$ cat src/rtl/modptr_pkg.sv
package modptr_pkg;

   typedef enum logic {
      WRAP_MASK    = 1'b0,
      WRAP_MODULO  = 1'b1
   } wrap_mode_e;

endpackage

$ cat src/rtl/modptr_span.sv
// Derives the lower-field mask and the last valid lower value from the shape register.
module modptr_span
   import modptr_pkg::*;
#(
   parameter int AW = 16
) (
   input  logic [AW-1:0] shape,
   input  wrap_mode_e    mode,
   output logic [AW-1:0] span_mask,
   output logic [AW-1:0] bound
);

   localparam logic [AW-1:0] ONE = AW'(1);

   logic [AW-1:0] seed;

   // Modulo mode sizes the region from L-1 so that an exact power of two is not doubled.
   assign seed = (mode == WRAP_MODULO) ? (shape - ONE) : shape;

   // Fill every bit below the highest set bit of the seed.
   assign span_mask[AW-1] = seed[AW-1];
   for (genvar i = AW - 2; i >= 0; i--) begin : g_smear
      assign span_mask[i] = span_mask[i+1] | seed[i];
   end

   assign bound = (mode == WRAP_MODULO) ? (shape - ONE) : span_mask;

endmodule

$ cat src/rtl/modptr_step.sv
// Next pointer for a single step up or down inside the lower field.
module modptr_step #(
   parameter int AW = 16
) (
   input  logic [AW-1:0] ptr,
   input  logic [AW-1:0] span_mask,
   input  logic [AW-1:0] bound,
   input  logic          dir_dn,
   output logic [AW-1:0] ptr_next
);

   localparam logic [AW-1:0] ONE = AW'(1);

   logic [AW-1:0] lo;
   logic [AW-1:0] lo_up;
   logic [AW-1:0] lo_dn;
   logic [AW-1:0] lo_new;

   assign lo     = ptr & span_mask;
   assign lo_up  = (lo >= bound) ? '0 : (lo + ONE);
   assign lo_dn  = (lo == '0) ? bound : (lo - ONE);
   assign lo_new = dir_dn ? lo_dn : lo_up;

   assign ptr_next = (ptr & ~span_mask) | (lo_new & span_mask);

endmodule

$ cat src/rtl/modptr_gen.sv
module modptr_gen
   import modptr_pkg::*;
#(
   parameter int            AW        = 16,
   parameter logic [AW-1:0] RESET_PTR = '0
) (
   input  logic          clk,
   input  logic          rst_n,
   input  logic          ptr_load,
   input  logic [AW-1:0] ptr_val,
   input  logic          shape_load,
   input  logic          shape_mode,
   input  logic [AW-1:0] shape_val,
   input  logic          step_en,
   input  logic          step_dn,
   output logic [AW-1:0] addr
);

   if (AW < 2 || AW > 32) begin : g_bad_aw
      $error("modptr_gen: AW must lie in 2..32");
   end

   logic [AW-1:0] ptr_q;
   logic [AW-1:0] shape_q;
   wrap_mode_e    mode_q;
   logic [AW-1:0] span_mask;
   logic [AW-1:0] bound;
   logic [AW-1:0] ptr_next;

   modptr_span #(.AW(AW)) u_span (
      .shape     (shape_q),
      .mode      (mode_q),
      .span_mask (span_mask),
      .bound     (bound)
   );

   modptr_step #(.AW(AW)) u_step (
      .ptr       (ptr_q),
      .span_mask (span_mask),
      .bound     (bound),
      .dir_dn    (step_dn),
      .ptr_next  (ptr_next)
   );

   always_ff @(posedge clk or negedge rst_n) begin
      if (!rst_n) begin
         ptr_q <= RESET_PTR;
      end else if (ptr_load) begin
         ptr_q <= ptr_val;
      end else if (step_en) begin
         ptr_q <= ptr_next;
      end
   end

   always_ff @(posedge clk or negedge rst_n) begin
      if (!rst_n) begin
         shape_q <= '1;
         mode_q  <= WRAP_MASK;
      end else if (shape_load) begin
         shape_q <= shape_val;
         mode_q  <= wrap_mode_e'(shape_mode);
      end
   end

   assign addr = ptr_q;

endmodule

$ cat config.mk
export PLATFORM = sky130hd
export DESIGN_NAME = modptr_gen
export DESIGN_NICKNAME = d
export VERILOG_FILES = /design/src/rtl/modptr_pkg.sv /design/src/rtl/modptr_span.sv /design/src/rtl/modptr_step.sv /design/src/rtl/modptr_gen.sv
export SDC_FILE = /design/constraint.sdc
export NUM_CORES = 1
export LEC_CHECK = 0
export BUFFER_PORTS_ARGS = -buffer_cell sky130_fd_sc_hd__buf_2
export CAP_MARGIN = 30
export CELL_PAD_IN_SITES_DETAIL_PLACEMENT = 0
export CELL_PAD_IN_SITES_GLOBAL_PLACEMENT = 1
export CORE_ASPECT_RATIO = 0.7
export CORE_MARGIN = 3
export CORE_UTILIZATION = 38
export CTS_BUF_LIST = sky130_fd_sc_hd__clkbuf_16
export DETAILED_ROUTE_END_ITERATION = 6
export GPL_TIMING_DRIVEN = 0
export PLACE_DENSITY_LB_ADDON = 0.1
export SLEW_MARGIN = 15
export SYNTH_ARGS = -nofsm -noshare
export SYNTH_HDL_FRONTEND = slang
export SYNTH_SLANG_ARGS = --single-unit
export TNS_END_PERCENT = 30
$ cat constraint.sdc
create_clock -name clk -period 6.35 [get_ports clk]
set_input_delay 1.905 -clock clk [delete_from_list [all_inputs] [get_ports clk]]
set_output_delay 1.905 -clock clk [all_outputs]
set_load 0.01 [all_outputs]
==> Word level (Yosys, flattened, before mapping) <==
Index checks and enable logic that the tools add are counted.
{ "word_totals": {"register_bits": 33, "latch_bits": 0, "mem_bits_rw": 0, "romBits": 0, "out_inout_bits": 16, "wordCells": 36, "memories": 0} }
{ "op_classes": {"n_addsub": 3, "mul": 0, "div": 0, "order_cmp": 1, "n_eq_ne": 0, "shifts": 0, "mux": 7, "bitwise": 20, "reduce_logical": 2} }
{ "op_table": {"columns": ["operator", "count"], "rows": [
  ["$mux 16", 7],
  ["$and 16x16->16", 3],
  ["$sub 16x1->16 const B", 2],
  ["$add 16x1->16 const B", 1],
  ["$ge 16x16->1", 1],
  ["$logic_not 16->1", 1],
  ["$not 16->16", 1],
  ["$or 16x16->16", 1],
  ["$or 1x1->1", 15],
  ["$reduce_bool 2->1", 1]
]} }

==> Logic depth before layout (Yosys ltp) <==
Gate-level depths: netlist of the first run.
{ "logic_depth": {"depth_word": 25, "ltp_mapped": 24, "mapped_depth_nobuf": 21} }

==> Modules after synthesis <==
Synthesis of the first run repeated with hierarchy kept, for this count alone.
{ "unflattened": {"hier_cells": 519, "area_unflattened_um2": 4146.5} }
{ "modules_own_cells": {"columns": ["module", "instances", "cells_each", "area_per_inst_um2"], "rows": [
  ["modptr_step", 1, 260, 1739.2],
  ["modptr_gen", 1, 105, 1451.4],
  ["modptr_span", 1, 154, 955.9]
]} }

==> Worst setup path after synthesis of the first run <==
No wires, ideal clock.
{ "synth_path": {"path_type": "register to register", "start": "register shape_q[0]", "end": "register (tool-made name)", "setup_time_ns": 0.066, "arrival_time_ns": 5.662, "required_ns": 6.284, "path_slack_ns": 0.622, "path_stages_with_launch": 25, "n_path_buf": 3, "path_cell_list": "dfstp_2 > clkbuf_1 > inv_1 > ha_1 > buf_2 > nor4b_2 > and3b_1 > or3_1 > or4_4 > buf_6 > or4_1 > or2_2 > nor3_1 > a21oi_1 > ha_1 > nand2b_1 > a211oi_1 > o21bai_1 > a21o_1 > a2111oi_0 > o21ai_0 > or2_2 > a21oi_1 > a2bb2oi_1 > o31a_1"} }
{ "synth_lines": {"columns": ["element", "line", "source"], "rows": [
  ["from (decl)", "modptr_gen.sv:24", "logic [AW-1:0] shape_q;"],
  ["from (signal assigned)", "modptr_gen.sv:60", "shape_q <= shape_val;"]
]} }

==> metrics, run 1 <==
WHS Path Cells 2; DR iter-0 viols about 350; Power, Total about 0.87 mW; nets@finish around 630; EDFF count, synth 0; delay of the slowest critical-path stage 0.56 ns; syn nets between 500 and 600; launch point of the worst reg-to-reg path shape_q[0]; hold buffers post-CTS 0; max-cap violation count 0; Async S/R FF share, synth 100%; status complete, but fails checks; Starting Density between 30% and 40%; Cells after Synth between 500 and 600; unrepaired setup endpoints after global routing no; worst hold path type reg2reg; DRT Pass-1 Iters 7; # setup viols final 0; WL/cell ~20 um; top_reg_cell synth dfrtp_1; DR vias/cell 6.06; RD Place Congestion around 0.95; failing checks design-rule violations; Worst Path Arrival between 6 and 7 ns; Ys Warns 0; critical path fanouts, max 10; dpl hpwl 10500 um; maximum VDD drop approximately 0.098 mV; initial antenna violation count 0; crit path launch type flip-flop; largest net degree at the start of global routing 34; dpl cells roughly 700; # DRC 1; register bit total from synthesis 33; Tmin final around 6.0 ns; largest area contributor in the netlist dfrtp_1; via count approximately 4.2k; Place WS -0.328 ns; TritonCTS Buffers 5; ratio of cells with drive above 1 in the final layout approximately 22%; Crit. Startpoint shape_q[0]; placed cell area 0.00429 sq mm; fin cells about 690; Avg Inst Size Synth around 7.7 sq um; clk slew on worst S/H paths about 0.060 ns; period utilization approximately 95%; DIE AREA around 0.011 sq mm; slowest cell on the critical path or4_4; Placeable Area about 0.0098 sq mm; top cell type's share of synthesized area 11.0%; Longest Clk Path Bufs 2; gr usage total about a quarter; R2R cell count 23; CP Class reg2reg; Peak Freq around 170 MHz; Clock Skew 0.00868 ns; most frequent cells in the layout buf_2 (59), nand2_1 (46), a21oi_1 (41); GRT overflow 0; fin area between 0.004 and 0.005 sq mm; htree depth 2; measured slew at the worst slew-check pin ~1.1 ns; Leakage ~1.9 nW; synthesized cell area around 0.0039 sq mm; Cell Chain, Critical Path inv_1 > ha_1 > buf_2 > nor4b_2 > and3b_1 > or3_1 > or4_4 > buf_6 > or4_4 > or2_2 > nor3_1 > a21oi_1 > ha_1 > nand2b_1 > a211oi_1 > o21bai_1 > a21o_1 > a2111oi_2 > o21ai_1 > or2_2 > nor3_1 > a211oi_1 > o21ai_0; Die X between 100 and 150 um; nature of the critical path endpoint flip-flop; WL final ~14000 um; Area Growth Syn to Fin 15.4%; vias in the first global route between 3k and 4k; Hold EP shape_q[1]; Die Height between 90 and 100 um; Ports 55; first-pass GRT wire length around 22000 um; FF-to-FF setup slack around 0.34 ns; commonest non-fill, non-tap cell in the layout buf_2; hold wc startpoint shape_q[1]; library cells used by synthesis 71; endpoints failing hold 0; share of the yosys chip area belonging to registers a little over a fifth; critical path data required time 6.55 ns; slack of the critical path around 0.34 ns; row cnt 30; TritonCTS clock tree done; Power Dens Cells around 190 mW/mm^2; Clk Tree Root Cell clkbuf_16; clock sink count 33; PortBufs between 50 and 60; Slew HR between 20 and 30%; Area contributors post-synth dfrtp_1 (11%), dfstp_2 (11%), ha_1 (6.5%); Clock Latency Late Sink around 0.28 ns; Final Max Slew Viols 0; Ant. Diodes 0; remaining antenna violation count 0
[stage by stage]
step / hold slack [ns] / util [%] / TNS [ns]
CTS: 0.580 / 45.1 / 0
global placement: 0.567 / 43.7 / -3.62
finish: 0.519 / 45.5 / 0
floorplan: 0.520 / - / 0
global route: 0.580 / 45.5 / 0
detailed placement: 0.572 / 43.8 / -3.07
[worst max-delay path by stage]
stage	end	slack [ns]	cells past startpoint
final	flip-flop	0.34	23
after global routing	flip-flop	0.03	23
after CTS	flip-flop	0.006	23
after detailed placement	flip-flop	-0.33	20
after global placement	flip-flop	-0.35	22
after floorplan	flip-flop	0.62	24
[layer usage]
| metal | track usage [%] | vias to the layer above | share of wire [%] |
|---|---|---|---|
| li1 | - | 1989 | - |
| met1 | 36.8 | 2004 | 49 |
| met2 | 32.8 | 190 | 41 |
| met3 | 3.90 | 22 | 7.9 |
| met4 | 7.05 | 0 | 1.9 |
| met5 | 0 | - | 0 |
[report_power, final]
part / total, mW / switching (mW) / internal, mW
Sequential: 0.274 / 0.0324 / 0.241
Combinational: 0.357 / 0.220 / 0.137
Clock: 0.236 / 0.0955 / 0.140
Total: 0.867 / 0.348 / 0.519
[area by class of cell]
cell class                      instances  area (sq um)
Clock buffer                            5           125
Buffer                                 34           160
Multi-Input combinational cell        408          2770
Clock inverter                          2          7.51
Sequential cell                        33           846
Fill cell                            1033          5340
Inverter                               27           101
Tap cell                              128           160
Timing Repair Buffer                   57           292
[critical path: cells and delay by family, from the launching register on]
kind / cells / cell delay (ns)
AO/OA/AOI/OAI: 8 / 1.44
adder cells (fa/ha/maj): 2 / 0.49
buffers and inverters: 3 / 0.40
flip-flops: 1 / 0.54
AND/OR/NAND/NOR: 10 / 3.04
[synthesized netlist by cell type (7+ instances only)]
cell,n
o21ai_0,29
xor2_1,11
nand2_1,46
a31oi_1,7
clkbuf_1,24
a21o_1,7
mux2_2,14
dfstp_2,16
a21oi_1,42
xnor2_1,18
a211oi_1,11
inv_1,26
buf_2,7
o21a_1,7
nor3_1,18
ha_1,20
and3_1,9
nand4_1,11
o211ai_1,9
nor2_1,36
nand3_1,12
dfrtp_1,17
[kinds of logic after synthesis]
group	count (synthesis)	share of synthesized area, %
and+or+nand+nor	186	25.9
AOI/OAI and AO/OA	158	28.0
buffers and inverters	62	6.83
DFF	33	21.9
xor gates and xnor gates	29	6.57
adders and majority gates	20	6.47
muxes	15	4.34
[repair_timing]
item / in CTS / in global routing
resized for setup: 2 / 8
endpoints found under the setup margin: 15 / 16
endpoints found under the hold margin: 0 / 0
buffers inserted: 0 / 3
Note: power is estimated with default switching activity, not from simulation.
==> run 2: changes to the inputs <==
Settings changed: BUFFER_PORTS_ARGS -buffer_cell sky130_fd_sc_hd__buf_2 to -buffer_cell sky130_fd_sc_hd__clkbuf_2, CTS_CLUSTER_DIAMETER set to 50.
==> run 2 against run 1 <==
Sequential share of layout area fell by 0.25 points. The flow now finishes without violations. Wire length grew 1.2%. Clock power up 13%. Sequential power hardly changed. Clock skew about the same. Register-to-register slack about the same. Core utilization grew 0.60 points. Global-route usage rose by 0.17 points. Via count shrank 0.83%. Count of clock-buffer cells in the layout is 1 higher. Power is 4.0% higher. First-iteration DRC count is 2.6% lower.
==> metrics, run 2 (synthesis gave the netlist of run 1 again) <==
grt met2 use 34.9% (was 32.8%); Clock Skew 0.00865 ns (was 0.00868 ns); routing usage on met1 36.6% (was 36.8%); WL final 13700 um (was 13500 um); initial antenna violation count 0 (unchanged); status completed (was complete, but fails checks); # DRC 0 (was 1); Longest Clk Path Bufs 2 (unchanged); slack of the critical path 0.351 ns (was 0.337 ns); Slew HR 43.5% (was 29.2%); slowest cell on the critical path dfstp_2 (was or4_4); delay of the slowest critical-path stage 0.62 ns (was 0.56 ns); Die X 127 um (unchanged); vias in the first global route 3918 (was 3857); critical path data required time 6.58 ns (was 6.55 ns); Peak Freq 167 MHz (was 166 MHz); Buf+Inv Stages, Crit Path 3 (unchanged); Clock Latency Late Sink 0.29 ns (was 0.28 ns); Power Dens Cells 199 mW/mm^2 (was 194 mW/mm^2); GRT overflow 0 (unchanged); nature of the critical path endpoint flip-flop (unchanged); Ant. Diodes 0 (unchanged); commonest non-fill, non-tap cell in the layout clkbuf_2 (was buf_2); remaining antenna violation count 0 (unchanged); DRT Pass-1 Iters 7 (unchanged); htree depth 2 (unchanged); measured slew at the worst slew-check pin 0.836 ns (was 1.06 ns); Clk Tree Root Cell clkbuf_16 (unchanged); fin cells 696 (was 694); CP Class reg2reg (unchanged); maximum VDD drop 0.0948 mV (was 0.0981 mV); Final Max Slew Viols 0 (unchanged); clk slew on worst S/H paths 0.06 ns (about the same); critical path fanouts, max 10 (unchanged); cell family with most CP delay simple AND/OR/NAND/NOR gates (unchanged); Starting Density 39.5% (unchanged); nets@finish 626 (was 625); Place WS -0.403 ns (was -0.328 ns); most frequent cells in the layout clkbuf_2 (53), nand2_1 (46), a21oi_1 (40) (was buf_2 (59), nand2_1 (46), a21oi_1 (41)); Ports 55 (unchanged); met3 GRT Util 4.73% (was 3.90%); busiest grt layer met1 (unchanged); largest net degree at the start of global routing 34 (unchanged); row cnt 30 (unchanged); unrepaired setup endpoints after global routing no (unchanged); gr usage total 23.8% (was 23.7%); endpoints failing hold 0 (unchanged); dpl cells 684 (unchanged); Die Height 90.4 um (unchanged); Leakage 1.94 nW (was 1.91 nW); TritonCTS Buffers 5 (unchanged); WL/cell 19.7 um (was 19.5 um); DR vias/cell 5.99 (was 6.06); PortBufs 52 (unchanged); period utilization 94.5% (was 94.7%); RD Place Congestion 0.948 (was 0.949); Placeable Area 0.00980 sq mm (unchanged); DIE AREA 0.0114 sq mm (unchanged); Tmin final 6.00 ns (was 6.01 ns); # setup viols final 0 (unchanged); clock sink count 33 (unchanged); crit path launch type flip-flop (unchanged); first-pass GRT wire length 21700 um (was 21500 um); TritonCTS clock tree done (unchanged); dpl hpwl 10700 um (was 10500 um); worst hold path type reg2reg (unchanged); via count 4170 (was 4205); ratio of cells with drive above 1 in the final layout 22.7% (was 22.3%); Cell Chain, Critical Path inv_1 > ha_1 > buf_2 > nor4b_2 > and3b_1 > or3_1 > or4_4 > buf_6 > or4_4 > or2_2 > nor3_1 > a21oi_1 > ha_1 > nand2b_1 > a211oi_1 > o21bai_1 > a21o_1 > a2111oi_2 > o21ai_1 > or2_4 > a21oi_2 > a2bb2oi_1 > o31a_1 (was inv_1 > ha_1 > buf_2 > nor4b_2 > and3b_1 > or3_1 > or4_4 > buf_6 > or4_4 > or2_2 > nor3_1 > a21oi_1 > ha_1 > nand2b_1 > a211oi_1 > o21bai_1 > a21o_1 > a2111oi_2 > o21ai_1 > or2_2 > nor3_1 > a211oi_1 > o21ai_0); Worst Path Arrival 6.23 ns (was 6.21 ns); Area Growth Syn to Fin 16.9% (was 15.4%); max-cap violation count 0 (unchanged); DR iter-0 viols 340 (was 349)
[run 2: cell count changes in the layout (fill, tap and decap cells not counted), sizes merged]
cell    delta
clkbuf    +52
buf       -50
[run 2: layout make-up]
cell class / count / area [sq um]
Tap cell: 128 / 160
Clock buffer: 6 / 150
Buffer: 34 / 160
Clock inverter: 2 / 7.51
Fill cell: 1003 / 5280
Inverter: 27 / 101
Multi-Input combinational cell: 408 / 2780
Timing Repair Buffer: 58 / 319
Sequential cell: 33 / 846
[run 2: worst reg2reg max path, cell delays in order (launching register included)]
cell,delay [ns]
dfstp_2,0.62
inv_1,0.08
ha_1,0.17
buf_2,0.18
nor4b_2,0.19
and3b_1,0.18
or3_1,0.35
or4_4,0.51
buf_6,0.15
or4_4,0.56
or2_2,0.36
nor3_1,0.14
a21oi_1,0.10
ha_1,0.30
nand2b_1,0.14
a211oi_1,0.26
o21bai_1,0.12
a21o_1,0.23
a2111oi_2,0.37
o21ai_1,0.17
or2_4,0.29
a21oi_2,0.14
a2bb2oi_1,0.18
o31a_1,0.15
[run 2: repair_timing]
action,4_1_cts,5_1_grt
resized for setup,3,9
endpoints found under the setup margin,16,16
hold buffers,0,0
setup buffers,0,2
[run 2: worst paths after layout]
kind / to / slack [ns] / cells after the start / from
max: flip-flop / 0.35 / 23 / shape_q[1]
min reg2reg: shape_q[0] / 0.58 / 2 / shape_q[0]
max in group asynchronous: shape_q[2] / 4.24 / 2 / rst_n
min: shape_q[0] / 0.58 / 2 / shape_q[0]
min in group asynchronous: async pin / 1.56 / 1 / rst_n
max reg2reg: flip-flop / 0.35 / 23 / shape_q[1]
[run 2: metal layers]
| metal | vias to the layer above | share of wire (%) |
|---|---|---|
| met3 | 5 | 7.3 |
| met5 | - | 0 |
| met4 | 0 | 0.40 |
| met2 | 164 | 42 |
| li1 | 1994 | - |
| met1 | 2007 | 50 |
[run 2: where the power goes]
group / leakage [nW] / internal, mW / switching (mW)
Combinational: 1.49 / 0.139 / 0.220
Clock: 0.0808 / 0.167 / 0.100
Sequential: 0.373 / 0.241 / 0.0345
[run 2: through the flow]
step / power, mW / util [%] / TNS (ns) / hold slack, ns / area [sq um]
after CTS: 0.892 / 45.4 / 0 / 0.582 / 4440
after global routing: 0.960 / 46.1 / 0 / 0.628 / 4520
final: 0.901 / 46.1 / 0 / 0.585 / 4520
after detailed placement: 0.622 / 43.8 / -4.27 / 0.573 / 4290
after global placement: 0.616 / 43.7 / -3.60 / 0.567 / 4290
after floorplan: 0.509 / - / 0 / 0.520 / 3860
